### config.mk
export PLATFORM = sky130hd
export DESIGN_NAME = i2c_master_ctl
export DESIGN_NICKNAME = d
export VERILOG_FILES = /design/src/rtl/i2cm_pkg.sv /design/src/rtl/i2cm_qtick.sv /design/src/rtl/i2cm_rxfifo.sv /design/src/rtl/i2cm_engine.sv /design/src/rtl/i2c_master_ctl.sv
export SDC_FILE = /design/constraint.sdc
export NUM_CORES = 1
export LEC_CHECK = 0
export BUFFER_PORTS_ARGS = -buffer_cell sky130_fd_sc_hd__buf_2
export CAP_MARGIN = 20
export CORE_MARGIN = 2
export CORE_UTILIZATION = 45
export CTS_CLUSTER_SIZE = 30
export DETAILED_ROUTE_END_ITERATION = 6
export GPL_TIMING_DRIVEN = 1
export HOLD_SLACK_MARGIN = 0.05
export SKIP_CTS_REPAIR_TIMING = 1
export SLEW_MARGIN = 10
export SYNTH_ARGS = -nofsm -noshare
export SYNTH_HDL_FRONTEND = slang
export SYNTH_HIERARCHICAL = 1
export SYNTH_SLANG_ARGS = --single-unit
### constraint.sdc
create_clock -name clk -period 4 [get_ports clk]
set_input_delay 0.8 -clock clk [delete_from_list [all_inputs] [get_ports clk]]
set_output_delay 0.8 -clock clk [all_outputs]
set_load 0.01 [all_outputs]
### src/rtl/i2cm_pkg.sv
package i2cm_pkg;
    typedef enum logic [3:0] {
        ST_IDLE,
        ST_START,
        ST_ADDR,
        ST_ADDR_ACK,
        ST_WRITE,
        ST_WRITE_ACK,
        ST_READ,
        ST_READ_ACK,
        ST_STOP
    } eng_state_t;

    localparam logic [2:0] OFS_MODE  = 3'd0;
    localparam logic [2:0] OFS_SLAVE = 3'd1;
    localparam logic [2:0] OFS_TX    = 3'd2;
    localparam logic [2:0] OFS_RX    = 3'd3;
    localparam logic [2:0] OFS_STAT  = 3'd4;
    localparam logic [2:0] OFS_IE    = 3'd5;

    localparam int MODE_EN_BIT = 7;
    localparam int CNT_W       = 5;
endpackage

### src/rtl/i2cm_qtick.sv
module i2cm_qtick #(
    parameter int BASE_LOG2 = 4
) (
    input  logic       clk,
    input  logic       rst_n,
    input  logic       run,
    input  logic [1:0] rate,
    output logic       tick
);
    localparam int QLOG = BASE_LOG2 - 2;
    localparam int CW   = BASE_LOG2 + 1;

    logic [CW-1:0] cnt_q;
    logic [CW-1:0] lim;

    // quarter period = (2^BASE_LOG2 / 4) << rate cycles
    assign lim  = CW'((32'd1 << (QLOG + 32'(rate))) - 32'd1);
    assign tick = run && (cnt_q == lim);

    always_ff @(posedge clk or negedge rst_n) begin
        if (!rst_n)
            cnt_q <= '0;
        else if (!run || tick)
            cnt_q <= '0;
        else
            cnt_q <= cnt_q + 1'b1;
    end
endmodule

### src/rtl/i2cm_rxfifo.sv
module i2cm_rxfifo #(
    parameter int DEPTH = 32,
    parameter int W     = 8
) (
    input  logic         clk,
    input  logic         rst_n,
    input  logic         push,
    input  logic [W-1:0] din,
    input  logic         pop,
    output logic [W-1:0] dout,
    output logic         empty
);
    localparam int AW = $clog2(DEPTH);

    logic [W-1:0]  mem [DEPTH];
    logic [AW-1:0] wp_q, rp_q;
    logic [AW:0]   cnt_q;
    logic          do_push, do_pop, full;

    assign full    = (cnt_q == (AW+1)'(DEPTH));
    assign empty   = (cnt_q == '0);
    assign do_push = push && !full;
    assign do_pop  = pop && !empty;
    assign dout    = empty ? '0 : mem[rp_q];

    always_ff @(posedge clk) begin
        if (do_push) mem[wp_q] <= din;
    end

    always_ff @(posedge clk or negedge rst_n) begin
        if (!rst_n) begin
            wp_q  <= '0;
            rp_q  <= '0;
            cnt_q <= '0;
        end else begin
            if (do_push) wp_q <= wp_q + 1'b1;
            if (do_pop)  rp_q <= rp_q + 1'b1;
            unique case ({do_push, do_pop})
                2'b10:   cnt_q <= cnt_q + 1'b1;
                2'b01:   cnt_q <= cnt_q - 1'b1;
                default: cnt_q <= cnt_q;
            endcase
        end
    end
endmodule

### src/rtl/i2cm_engine.sv
module i2cm_engine
    import i2cm_pkg::*;
(
    input  logic             clk,
    input  logic             rst_n,
    input  logic             go,
    input  logic [6:0]       addr7,
    input  logic             rw,
    input  logic [7:0]       tx_byte,
    input  logic [CNT_W-1:0] rd_cnt,
    input  logic             tick,
    input  logic             sda_in,
    output logic             busy,
    output logic             scl_lo,
    output logic             sda_lo,
    output logic             rx_push,
    output logic [7:0]       rx_byte,
    output logic             done_p,
    output logic             anack_p,
    output logic             dnack_p
);
    eng_state_t       state_q, state_d;
    logic [1:0]       phase_q;
    logic [2:0]       bit_q;
    logic [7:0]       sh_q;
    logic             rw_q, samp_q;
    logic [CNT_W-1:0] cnt_q, byte_q;
    logic             adv, last, byte_state;

    assign adv        = tick && (phase_q == 2'd3);
    assign last       = (byte_q == cnt_q);
    assign busy       = (state_q != ST_IDLE);
    assign byte_state = (state_q == ST_ADDR) || (state_q == ST_WRITE) ||
                        (state_q == ST_READ);

    // next state
    always_comb begin
        state_d = state_q;
        unique case (state_q)
            ST_IDLE:      if (go) state_d = ST_START;
            ST_START:     if (adv) state_d = ST_ADDR;
            ST_ADDR:      if (adv && bit_q == 3'd0) state_d = ST_ADDR_ACK;
            ST_ADDR_ACK:  if (adv) state_d = samp_q ? ST_STOP :
                                             (rw_q ? ST_READ : ST_WRITE);
            ST_WRITE:     if (adv && bit_q == 3'd0) state_d = ST_WRITE_ACK;
            ST_WRITE_ACK: if (adv) state_d = ST_STOP;
            ST_READ:      if (adv && bit_q == 3'd0) state_d = ST_READ_ACK;
            ST_READ_ACK:  if (adv) state_d = last ? ST_STOP : ST_READ;
            ST_STOP:      if (adv) state_d = ST_IDLE;
            default:      state_d = ST_IDLE;
        endcase
    end

    // state register
    always_ff @(posedge clk or negedge rst_n) begin
        if (!rst_n) state_q <= ST_IDLE;
        else        state_q <= state_d;
    end

    // datapath: phase, bit and byte counters, shift register
    always_ff @(posedge clk or negedge rst_n) begin
        if (!rst_n) begin
            phase_q <= '0;
            bit_q   <= 3'd7;
            sh_q    <= '0;
            rw_q    <= 1'b0;
            samp_q  <= 1'b1;
            cnt_q   <= '0;
            byte_q  <= '0;
        end else if (state_q == ST_IDLE) begin
            phase_q <= '0;
            bit_q   <= 3'd7;
            if (go) begin
                sh_q   <= {addr7, rw};
                rw_q   <= rw;
                cnt_q  <= rd_cnt;
                byte_q <= '0;
            end
        end else if (tick) begin
            phase_q <= phase_q + 1'b1;
            if (phase_q == 2'd2) begin
                samp_q <= sda_in;
                if (state_q == ST_READ) sh_q <= {sh_q[6:0], sda_in};
            end
            if (phase_q == 2'd3) begin
                bit_q <= byte_state ? bit_q - 1'b1 : 3'd7;
                if (state_q == ST_ADDR || state_q == ST_WRITE)
                    sh_q <= {sh_q[6:0], 1'b0};
                if (state_q == ST_ADDR_ACK) sh_q <= tx_byte;
                if (state_q == ST_READ_ACK) byte_q <= byte_q + 1'b1;
            end
        end
    end

    assign rx_push = adv && (state_q == ST_READ) && (bit_q == 3'd0);
    assign rx_byte = sh_q;
    assign done_p  = adv && (state_q == ST_STOP);
    assign anack_p = adv && (state_q == ST_ADDR_ACK) && samp_q;
    assign dnack_p = adv && (state_q == ST_WRITE_ACK) && samp_q;

    // line drivers (registered)
    always_ff @(posedge clk or negedge rst_n) begin
        if (!rst_n) begin
            scl_lo <= 1'b0;
            sda_lo <= 1'b0;
        end else begin
            unique case (state_q)
                ST_IDLE: begin
                    scl_lo <= 1'b0;
                    sda_lo <= 1'b0;
                end
                ST_START: begin
                    scl_lo <= 1'b0;
                    sda_lo <= phase_q[1];
                end
                ST_STOP: begin
                    scl_lo <= ~phase_q[1];
                    if (phase_q == 2'd1) sda_lo <= 1'b1;
                end
                ST_ADDR, ST_WRITE: begin
                    scl_lo <= ~phase_q[1];
                    if (phase_q == 2'd1) sda_lo <= ~sh_q[7];
                end
                ST_READ_ACK: begin
                    scl_lo <= ~phase_q[1];
                    if (phase_q == 2'd1) sda_lo <= ~last;
                end
                default: begin
                    scl_lo <= ~phase_q[1];
                    if (phase_q == 2'd1) sda_lo <= 1'b0;
                end
            endcase
        end
    end
endmodule

### src/rtl/i2c_master_ctl.sv
module i2c_master_ctl
    import i2cm_pkg::*;
#(
    parameter int BASE_LOG2 = 4,
    parameter int RX_DEPTH  = 32
) (
    input  logic       clk,
    input  logic       rst_n,
    input  logic       reg_wr,
    input  logic       reg_rd,
    input  logic [2:0] reg_addr,
    input  logic [7:0] reg_wdata,
    output logic [7:0] reg_rdata,
    input  logic       pin_sel,
    input  logic       sda_in,
    output logic       scl_oe,
    output logic       sda_oe,
    output logic       irq
);
    logic [7:0] mode_q, slv_q, tx_q;
    logic       ie_q, st_done, st_anack, st_dnack;
    logic       busy, go, tick, scl_lo, sda_lo;
    logic       rx_push, rx_pop, rx_empty;
    logic [7:0] rx_byte, rx_dout;
    logic       done_p, anack_p, dnack_p;
    logic       wr_stat;

    assign go      = reg_wr && (reg_addr == OFS_SLAVE) && mode_q[MODE_EN_BIT] && !busy;
    assign rx_pop  = reg_rd && (reg_addr == OFS_RX);
    assign wr_stat = reg_wr && (reg_addr == OFS_STAT);

    always_ff @(posedge clk or negedge rst_n) begin
        if (!rst_n) begin
            mode_q <= '0;
            slv_q  <= '0;
            tx_q   <= '0;
            ie_q   <= 1'b0;
        end else if (reg_wr) begin
            unique case (reg_addr)
                OFS_MODE:  mode_q <= reg_wdata;
                OFS_SLAVE: if (!busy) slv_q <= reg_wdata;
                OFS_TX:    tx_q <= reg_wdata;
                OFS_IE:    ie_q <= reg_wdata[0];
                default:   ;
            endcase
        end
    end

    // status flags: set wins over write-one-to-clear
    always_ff @(posedge clk or negedge rst_n) begin
        if (!rst_n) begin
            st_done  <= 1'b0;
            st_anack <= 1'b0;
            st_dnack <= 1'b0;
        end else begin
            st_done  <= done_p  || (st_done  && !(wr_stat && reg_wdata[1]));
            st_anack <= anack_p || (st_anack && !(wr_stat && reg_wdata[2]));
            st_dnack <= dnack_p || (st_dnack && !(wr_stat && reg_wdata[3]));
        end
    end

    always_comb begin
        unique case (reg_addr)
            OFS_MODE:  reg_rdata = mode_q;
            OFS_SLAVE: reg_rdata = slv_q;
            OFS_TX:    reg_rdata = tx_q;
            OFS_RX:    reg_rdata = rx_dout;
            OFS_STAT:  reg_rdata = {3'b000, !rx_empty, st_dnack, st_anack, st_done, busy};
            OFS_IE:    reg_rdata = {7'b0, ie_q};
            default:   reg_rdata = '0;
        endcase
    end

    assign irq    = ie_q && (st_done || st_anack || st_dnack);
    assign scl_oe = pin_sel && scl_lo;
    assign sda_oe = pin_sel && sda_lo;

    i2cm_qtick #(.BASE_LOG2(BASE_LOG2)) u_tick (
        .clk  (clk),
        .rst_n(rst_n),
        .run  (busy),
        .rate (mode_q[6:5]),
        .tick (tick)
    );

    i2cm_engine u_eng (
        .clk    (clk),
        .rst_n  (rst_n),
        .go     (go),
        .addr7  (reg_wdata[7:1]),
        .rw     (reg_wdata[0]),
        .tx_byte(tx_q),
        .rd_cnt (mode_q[CNT_W-1:0]),
        .tick   (tick),
        .sda_in (sda_in),
        .busy   (busy),
        .scl_lo (scl_lo),
        .sda_lo (sda_lo),
        .rx_push(rx_push),
        .rx_byte(rx_byte),
        .done_p (done_p),
        .anack_p(anack_p),
        .dnack_p(dnack_p)
    );

    i2cm_rxfifo #(.DEPTH(RX_DEPTH), .W(8)) u_rxq (
        .clk  (clk),
        .rst_n(rst_n),
        .push (rx_push),
        .din  (rx_byte),
        .pop  (rx_pop),
        .dout (rx_dout),
        .empty(rx_empty)
    );
endmodule

# == Yosys cells after proc, flatten, opt, wreduce, memory -nomap -nowiden ==
# Memories as Yosys holds them, arrays and structs flattened.
# Index checks and enable logic that the tools add are counted.
# W data, S select, Z words.
# word_totals
regBits,80
ramBits,256
in_bits,17
out_inout_bits,11
n_memories,1
# mem_list
name,depth,width,rd,rd_clocked_by_memory_dff,write_ports,line,text
u_rxq.mem,32,8,1,0,1,i2cm_rxfifo.sv:15,logic [W-1:0] mem [DEPTH];
# op_classes
n_addsub,10
n_eq_ne,33
shifts,1
n_mux,44
bitwise,5
n_reduce_logical,63
# ops
operator,n
$mux W8,9
$pmux W8 S6,1
$mux W4,11
$pmux W4 S9,1
$shl A1 B32 Y5 const A,1
$mux W5,6
$logic_and A1 B1 Y1,26
$add A5 B1 Y5 const B,4
$ne A2 B1 Y1 const B,9
$eq A4 B3 Y1 const B,4
$mux W3,4
$pmux W6 S2,1
$reduce_and A2 Y1,6
$eq A5 B5 Y1,2
$reduce_and A9 Y1,1
$eq A4 B2 Y1 const B,2
$logic_or A1 B1 Y1,8
$reduce_and A4 Y1,2
$reduce_bool A2 Y1,4
$mux W1,7
$add A6 B1 Y6 const B,1
$eq A2 B2 Y1 const B,3
$eq A3 B2 Y1 const B,2
$eq A3 B3 Y1 const B,2
22 further kinds,39

# == Logic depth before layout (Yosys ltp) ==
# Gate-level depths: netlist of the first run.
# logic_depth
word_depth,11
depth_mapped,17

# == Hierarchy ==
# Netlist of the first run, hierarchy kept.
# modules_own_cells
module,instances,cells_each,area_per_inst_um2,seq_area_each_um2
i2cm_rxfifo,1,554,10846.7,8087.8
i2cm_engine,1,219,2025.7,780.7
i2c_master_ctl,1,108,1462.7,700.7
i2cm_qtick,1,27,291.5,125.1

# == Least setup slack after synthesis of the first run ==
# Ideal clock, no wire load.
# synth_path
path_type,reg2reg
from,reg u_tick.cnt_q[0]
to,reg u_rxq.cnt_q[2]
arrival_ns,3.435
required_time_ns,3.873
slack_ns,0.439
stages_incl_launch_ff,18
path_buffers,2
period_less_slack_ns,3.561
path_cell_list,dfrtp_1 ha_1 or3b_1 o22ai_2 o21a_1 nand2_2 nor4b_1 o41a_1 buf_2 inv_1 ha_1 clkbuf_1 xor2_1 ha_1 a21oi_1 xor2_1 nor2_1 xor2_1
# synth_between
elab_chain_cells,8
# synth_rtl
item,line,text
from (decl),i2cm_qtick.sv:13,logic [CW-1:0] cnt_q;
from (signal assigned),i2cm_qtick.sv:26,cnt_q <= cnt_q + 1'b1;
$eq A5 B5 Y1 (*),i2cm_qtick.sv:18,assign tick = run && (cnt_q == lim);
$logic_and A1 B1 Y1 (*),i2cm_qtick.sv:18,
via tick,i2c_master_ctl.sv:22,"logic busy, go, tick, scl_lo, sda_lo;"
$logic_and A1 B1 Y1 (*),i2cm_engine.sv:30,assign adv = tick && (phase_q == 2'd3);
$logic_and A1 B1 Y1 (*) (2 in a row),i2cm_engine.sv:95,assign rx_push = adv && (state_q == ST_READ) && (bit_q == 3'd0);
via rx_push,i2c_master_ctl.sv:23,"logic rx_push, rx_pop, rx_empty;"
$logic_and A1 B1 Y1 (*),i2cm_rxfifo.sv:22,assign do_push = push && !full;
$eq A2 B1 Y1 / $eq A2 B2 Y1 (equally long branches),i2cm_rxfifo.sv:38,"unique case ({do_push, do_pop})"
$pmux W6 S2 / $reduce_bool A2 Y1 (equally long branches),--,
to (signal assigned),i2cm_rxfifo.sv:39,2'b10: cnt_q <= cnt_q + 1'b1;
to (signal assigned),i2cm_rxfifo.sv:40,2'b01: cnt_q <= cnt_q - 1'b1;
to (signal assigned),i2cm_rxfifo.sv:41,default: cnt_q <= cnt_q;
to (decl),i2cm_rxfifo.sv:17,logic [AW:0] cnt_q;
# Mark *: on every way through the listed nets, which the timed path passes. The rest lies on a longest branch.
# A chain may end at the register's enable or synchronous reset.

# == Worst setup path in the final report of the first run ==
# layout_path
from,reg u_rxq.rp_q[0]
to,out reg_rdata[4]
# layout_between
elab_chain_cells,3
# layout_rtl
item,line,text
from (decl),i2cm_rxfifo.sv:16,"logic [AW-1:0] wp_q, rp_q;"
from (signal assigned),i2cm_rxfifo.sv:37,if (do_pop) rp_q <= rp_q + 1'b1;
$mem_v2 Z32 W8,--,
$mux W8,i2cm_rxfifo.sv:24,assign dout = empty ? '0 : mem[rp_q];
via rx_dout[4],i2c_master_ctl.sv:24,"logic [7:0] rx_byte, rx_dout;"
$pmux W8 S6,i2c_master_ctl.sv:63,unique case (reg_addr)
to (decl),i2c_master_ctl.sv:13,"output logic [7:0] reg_rdata,"
# The timed path passes the listed nets, and every way through them passes these cells.

==> impl_metrics.ini, run 1 <==
[logic_synthesis]
yosysUniqueCellTypes = 87
synth_area_leaders = edfxtp_1 53%, dfrtp_1 13%, mux4_2 8.3%
yosysTopAreaCell = edfxtp_1
synthFlopType = edfxtp_1
synth-edff-count = 256
syn_area_um2 = 14600
synth_nets = 940
synth_top_cell_area_share = 0.526
yosysWarnings = 6
ys_ff_latch = 336
synth-seq-area-share = 0.663
netlist_instances = 908
avgSynthCellArea_um2 = 16.1
async_flop_share = 0.238

[cts]
clk_latency_ns = 0.52
cts_tree = done
cts_buffer_depth = 3
clock-sinks = 336
numCtsBuffers = 37
cts_root_buf = clkbuf_16
cts-htree-levels = 2
clk_pin_slew_ns = 0.06

[timing]
hold_viol_final = 0
fin_crit_ns = 3.99
period_share = 0.996
tns_ns = 0
rsz0062_at_grt = true
setup_viol = 0
finalClockSkew_ns = 0.0186
maxSlewViolCount = 0
worstMarginPinSlew_ns = 0.983
slew_headroom = 0.345
fmax_mhz = 251

[finish]
layout_common_cells = 256 x edfxtp_1, 78 x buf_4, 74 x dfrtp_1
drive_gt1_frac = 0.301
layout_commonest_cell = edfxtp_1
nFillCells = 2582
syn2layout_area_growth_pct = 18.5
fin_util = 0.537
num_antenna_cells = 0
fin_nets = 1047

[power]
power.total_mw = 11.4
switching_share = 0.293
power.leakage_nw = 6.24
p_seq_frac = 0.395
p_per_area_nw_per_um2 = 660
power.internal_mw = 8.09
power_frac_clock = 0.317
p_sw_mw = 3.35
ir_drop_mv = 0.271
power_frac_comb = 0.288

[grt]
grt_pass1_wl_mm = 50.3
grt_overflow = 0
grt_max_degree = 65
grtUsageTotal = 0.196
first_global_vias = 8171
antenna_found_initial = 0

[floorplanning]
die_y_um = 184
start_util = 0.453
ioPinCount = 28
core_um2 = 32300
rows = 66
die_w_um = 184
fp.dieArea_um2 = 34000

[placement]
gp_congestion = 0.786
port_buffers = 27
post-dp-hpwl_mm = 20.8

[min_path]
hp-class = primary input to asynchronous set/reset pin

[critical_path]
required_ns = 3.20
cp_max_fo = 6
worstPathArrival_ns = 3.19
crit_path_start_kind = flop
worstSetupPathType = flop to output pin
worst_setup_path_end_kind = output pin

[drt]
via_count = 8365
via_per_inst = 5.63
drc_errors = 0
wirelength_mm = 32.9
first_pass_iters = 5
final_antenna_net_count = 0
drt_iter0_markers = 710
wl_per_cell_um = 22.1

[run]
drv_cap = 0

[outcome]
outcome = complete, no violations
## through the flow
step	hold slack (ns)	setup WS (ns)	instance area, µm²	cells
4_1_cts	0.436	-0.253	16900	1471
3_3_place_gp	0.452	0.338	15600	1403
5_1_grt	0.482	-0.101	17300	1486
6_report	0.403	0.0147	17300	1486
3_5_place_dp	0.468	0.315	15600	1403
2_1_floorplan	0.441	0.439	14600	908
## state kept, by name (all words and copies together) (netlist names), 2 cells and up
register       flops
u_rxq/mem        256
u_tick/cnt_q       5
u_eng/byte_q       5
u_eng/rx_byte      8
u_rxq/wp_q         5
mode_q             8
u_rxq/rp_q         5
u_eng/bit_q        3
u_eng/cnt_q        5
slv_q              8
u_eng/phase_q      2
u_rxq/cnt_q        6
u_eng/state_q      4
tx_q               8
## power by group through the flow
stage               Sequential [mW]  Clock (mW)  Combinational [mW]
floorplan                      4.56           0                1.90
global placement               4.64           0                2.78
detailed placement             4.66           0                2.81
CTS                            4.59        3.68                2.82
global route                   4.56        3.84                3.54
finish                         4.52        3.62                3.30
## cell type report
| cell class | count | area [µm²] | area share |
|---|---|---|---|
| Timing Repair Buffer | 118 | 1010 | 0.0581 |
| Sequential cell | 336 | 9700 | 0.560 |
| Clock inverter | 13 | 216 | 0.0125 |
| Inverter | 20 | 75.1 | 0.00433 |
| Multi-Input combinational cell | 502 | 4680 | 0.270 |
| Clock buffer | 55 | 1100 | 0.0632 |
| Tap cell | 442 | 553 | 0.0319 |
## per-layer routing
| metal | global-route usage | wire length [µm] |
|---|---|---|
| met1 | 0.298 | 15500 |
| met2 | 0.300 | 15300 |
| met3 | 0.0288 | 1540 |
| met4 | 0.0477 | 522 |
| met5 | 0 | 0 |
## critical path, stage by stage, from the launching register on
cell and delay [ns]:
dfrtp_4 0.51, clkbuf_16 0.19, mux4_2 0.52, a22o_4 0.25, a2111oi_4 0.19, buf_4 0.18, a211oi_2 0.04, mux4_2 0.47
nand2b_1 0.10, o31ai_2 0.07, buf_2 0.15
## kinds of logic after synthesis
group,Yosys count,synth area share
compound gates,128,0.0665
simple gates,205,0.0778
xor+xnor,27,0.0162
mux,125,0.135
flops,336,0.663
fa+ha+maj,17,0.0142
buf+inv,70,0.0281
## synthesized netlist by cell type (all sizes together), types with 7 or more instances
cell type,number
o21ai,11
buf,34
clkbuf,16
nand2,49
edfxtp,256
xor2,16
mux2i,41
inv,20
dfrtp,76
nand2b,8
mux2,30
nand3,14
a22oi,8
a22o,9
o221ai,9
a2111oi,7
nor2,60
xnor2,11
a31oi,11
and2,8
a21oi,16
nor3,14
nor2b,11
mux4,54
o22ai,12
ha,15
a211oi,10
## final timing paths
kind	startpoint	end	slack (ns)	cells after the start
max	u_rxq/rp_q[0]	reg_rdata[4]	0.01	10
min	rst_n	slv_q[5]	0.40	1
max reg2reg	u_tick/cnt_q[0]	u_rxq/cnt_q[2]	0.43	15
min reg2reg	u_tick/cnt_q[0]	u_tick/cnt_q[0]	0.47	1
max in group asynchronous	rst_n	u_eng/bit_q[0]	2.70	2
min in group clk	u_tick/cnt_q[0]	u_tick/cnt_q[0]	0.47	1
Note: power is estimated with default switching activity, not from simulation.
==> run 2, diff against run 1 <==
--- a/config.mk
+++ b/config.mk
@@ -8,11 +8,12 @@
 export BUFFER_PORTS_ARGS = -buffer_cell sky130_fd_sc_hd__buf_2
 export CAP_MARGIN = 20
 export CORE_MARGIN = 2
-export CORE_UTILIZATION = 45
+export CORE_UTILIZATION = 63
 export CTS_CLUSTER_SIZE = 30
 export DETAILED_ROUTE_END_ITERATION = 6
 export GPL_TIMING_DRIVEN = 1
 export HOLD_SLACK_MARGIN = 0.05
+export PLACE_DENSITY = 0.8
 export SKIP_CTS_REPAIR_TIMING = 1
 export SLEW_MARGIN = 10
 export SYNTH_ARGS = -nofsm -noshare
==> run 2 against run 1 <==
  * The flow now finishes with violations (setup timing)
  * Critical path type unchanged
  * Final cell count shrank 11%
  * Global-route usage up 7.2 points
  * Sequential power up 2%
  * Power is 3.4% lower
  * Sequential share of layout area is 1.4 points higher
  * Via count grew 5.8%
  * Wire length up 1.3%
==> impl_metrics.ini, run 2 (synthesis gave the netlist of run 1 again) <==
[cts]
cts_tree = done
cts_root_buf = clkbuf_16
clock-sinks = 336
clk_pin_slew_ns = 0.06
numCtsBuffers = 35
cts-htree-levels = 2
cts_buffer_depth = 3
clk_latency_ns = 0.52

[finish]
largest_reg_flops = 256
top_register = u_rxq/mem
register_area_um2 = 9700
drive_gt1_frac = 0.297
num_antenna_cells = 0
layout_common_cells = 256 x edfxtp_1, 79 x buf_4, 72 x dfrtp_1
fin_nets = 1045
multi_input_area_um2 = 4670
final_cells = 1323
nFillCells = 1259
layout_commonest_cell = edfxtp_1
syn2layout_area_growth_pct = 15.6
fin_util = 0.744

[critical_path]
worst_setup_path_end_kind = output pin
crit_path_start_kind = flop
worstSetupPathType = flop to output pin
cp_max_fo = 7
worstPathArrival_ns = 3.37
required_ns = 3.20

[grt]
first_global_vias = 8626
antenna_found_initial = 0
grt_max_degree = 62
grtUsageTotal = 0.269
grt_pass1_wl_mm = 49.4
grt_overflow = 0

[timing]
finalClockSkew_ns = 0.0133
setup_viol = 7
maxSlewViolCount = 0
rsz0062_at_grt = true
slew_headroom = 0.354
hold_viol_final = 0
period_share = 1.04
worstMarginPinSlew_ns = 0.970
setup_slack_ns = -0.166
fin_crit_ns = 4.17
fmax_mhz = 240

[drt]
drt_iter0_markers = 1026
via_count = 8846
wirelength_mm = 33.3
final_antenna_net_count = 0
via_per_inst = 6.69
first_pass_iters = 7
wl_per_cell_um = 25.2
drc_errors = 0

[floorplanning]
rows = 55
core_um2 = 22700
ioPinCount = 28
die_y_um = 156
die_w_um = 156
fp.dieArea_um2 = 24500
start_util = 0.644

[power]
switching_share = 0.304
power_frac_clock = 0.292
power_frac_comb = 0.292
power.leakage_nw = 6.12
power.internal_mw = 7.70
p_seq_frac = 0.416
p_sw_mw = 3.37
ir_drop_mv = 0.343
p_per_area_nw_per_um2 = 654
power.total_mw = 11.1

[outcome]
outcome = complete, but fails checks
violations = setup timing

[min_path]
hp-class = primary input to asynchronous set/reset pin

[placement]
preCtsSetupSlack_ns = 0.317
place_inst = 1244
port_buffers = 27
gp_congestion = 0.885
post-dp-hpwl_mm = 19.9

[run]
drv_cap = 0
==> run 2: worst paths after layout <==
check / startpoint / to / slack (ns) / depth (start not counted)
worst max-delay path: u_rxq/rp_q[0] / reg_rdata[3] / -0.17 / 10
worst min-delay path: rst_n / u_eng/byte_q[1] / 0.39 / 1
worst max register to register: mode_q[6] / u_rxq/cnt_q[4] / 0.50 / 13
worst min register to register: u_tick/cnt_q[0] / u_tick/cnt_q[0] / 0.47 / 1
max in group asynchronous: rst_n / u_eng/bit_q[0] / 2.74 / 2
min in group clk: u_tick/cnt_q[0] / u_tick/cnt_q[0] / 0.47 / 1
==> run 2: area by class of cell <==
cell class / instances / share of cell area
Multi-Input combinational cell: 502 / 0.276
Inverter: 20 / 0.00444
Sequential cell: 336 / 0.574
Clock inverter: 19 / 0.0122
Clock buffer: 43 / 0.0548
Timing Repair Buffer: 118 / 0.0577
Tap cell: 285 / 0.0211
==> run 2: metal layers <==
layer	vias up	part of all wire	wire (µm)	GRT usage
li1	3775	-	-	-
met1	4512	0.40	13300	0.399
met2	463	0.48	15900	0.413
met3	96	0.090	2990	0.0468
met4	0	0.034	1140	0.0861
met5	-	0	0	0
==> run 2: critical path, cell delays in order, from the launching register on <==
cell	delay (ns)
dfrtp_4	0.51
buf_12	0.15
mux4_2	0.52
a22o_1	0.26
a2111oi_2	0.34
buf_4	0.18
a211oi_1	0.06
mux2i_1	0.29
nor2_1	0.09
a211o_1	0.29
buf_2	0.15
==> run 2: stage by stage <==
stage                     instance area, µm²  hold WS (ns)  TNS, ns
after global placement                 15400         0.457        0
after detailed placement               15400         0.463        0
final                                  16900         0.391   -0.569
after CTS                              16500         0.415    -1.98
after global routing                   16900         0.442    -1.08
after floorplan                        14600         0.441        0
==> run 2: power groups by stage <==
stage | clock network [mW] | registers [mW] | logic (mW)
after CTS | 3.25 | 4.65 | 2.72
after global routing | 3.39 | 4.64 | 3.42
after floorplan | 0 | 4.56 | 1.90
final | 3.23 | 4.60 | 3.23
after detailed placement | 0 | 4.71 | 2.69
after global placement | 0 | 4.70 | 2.59
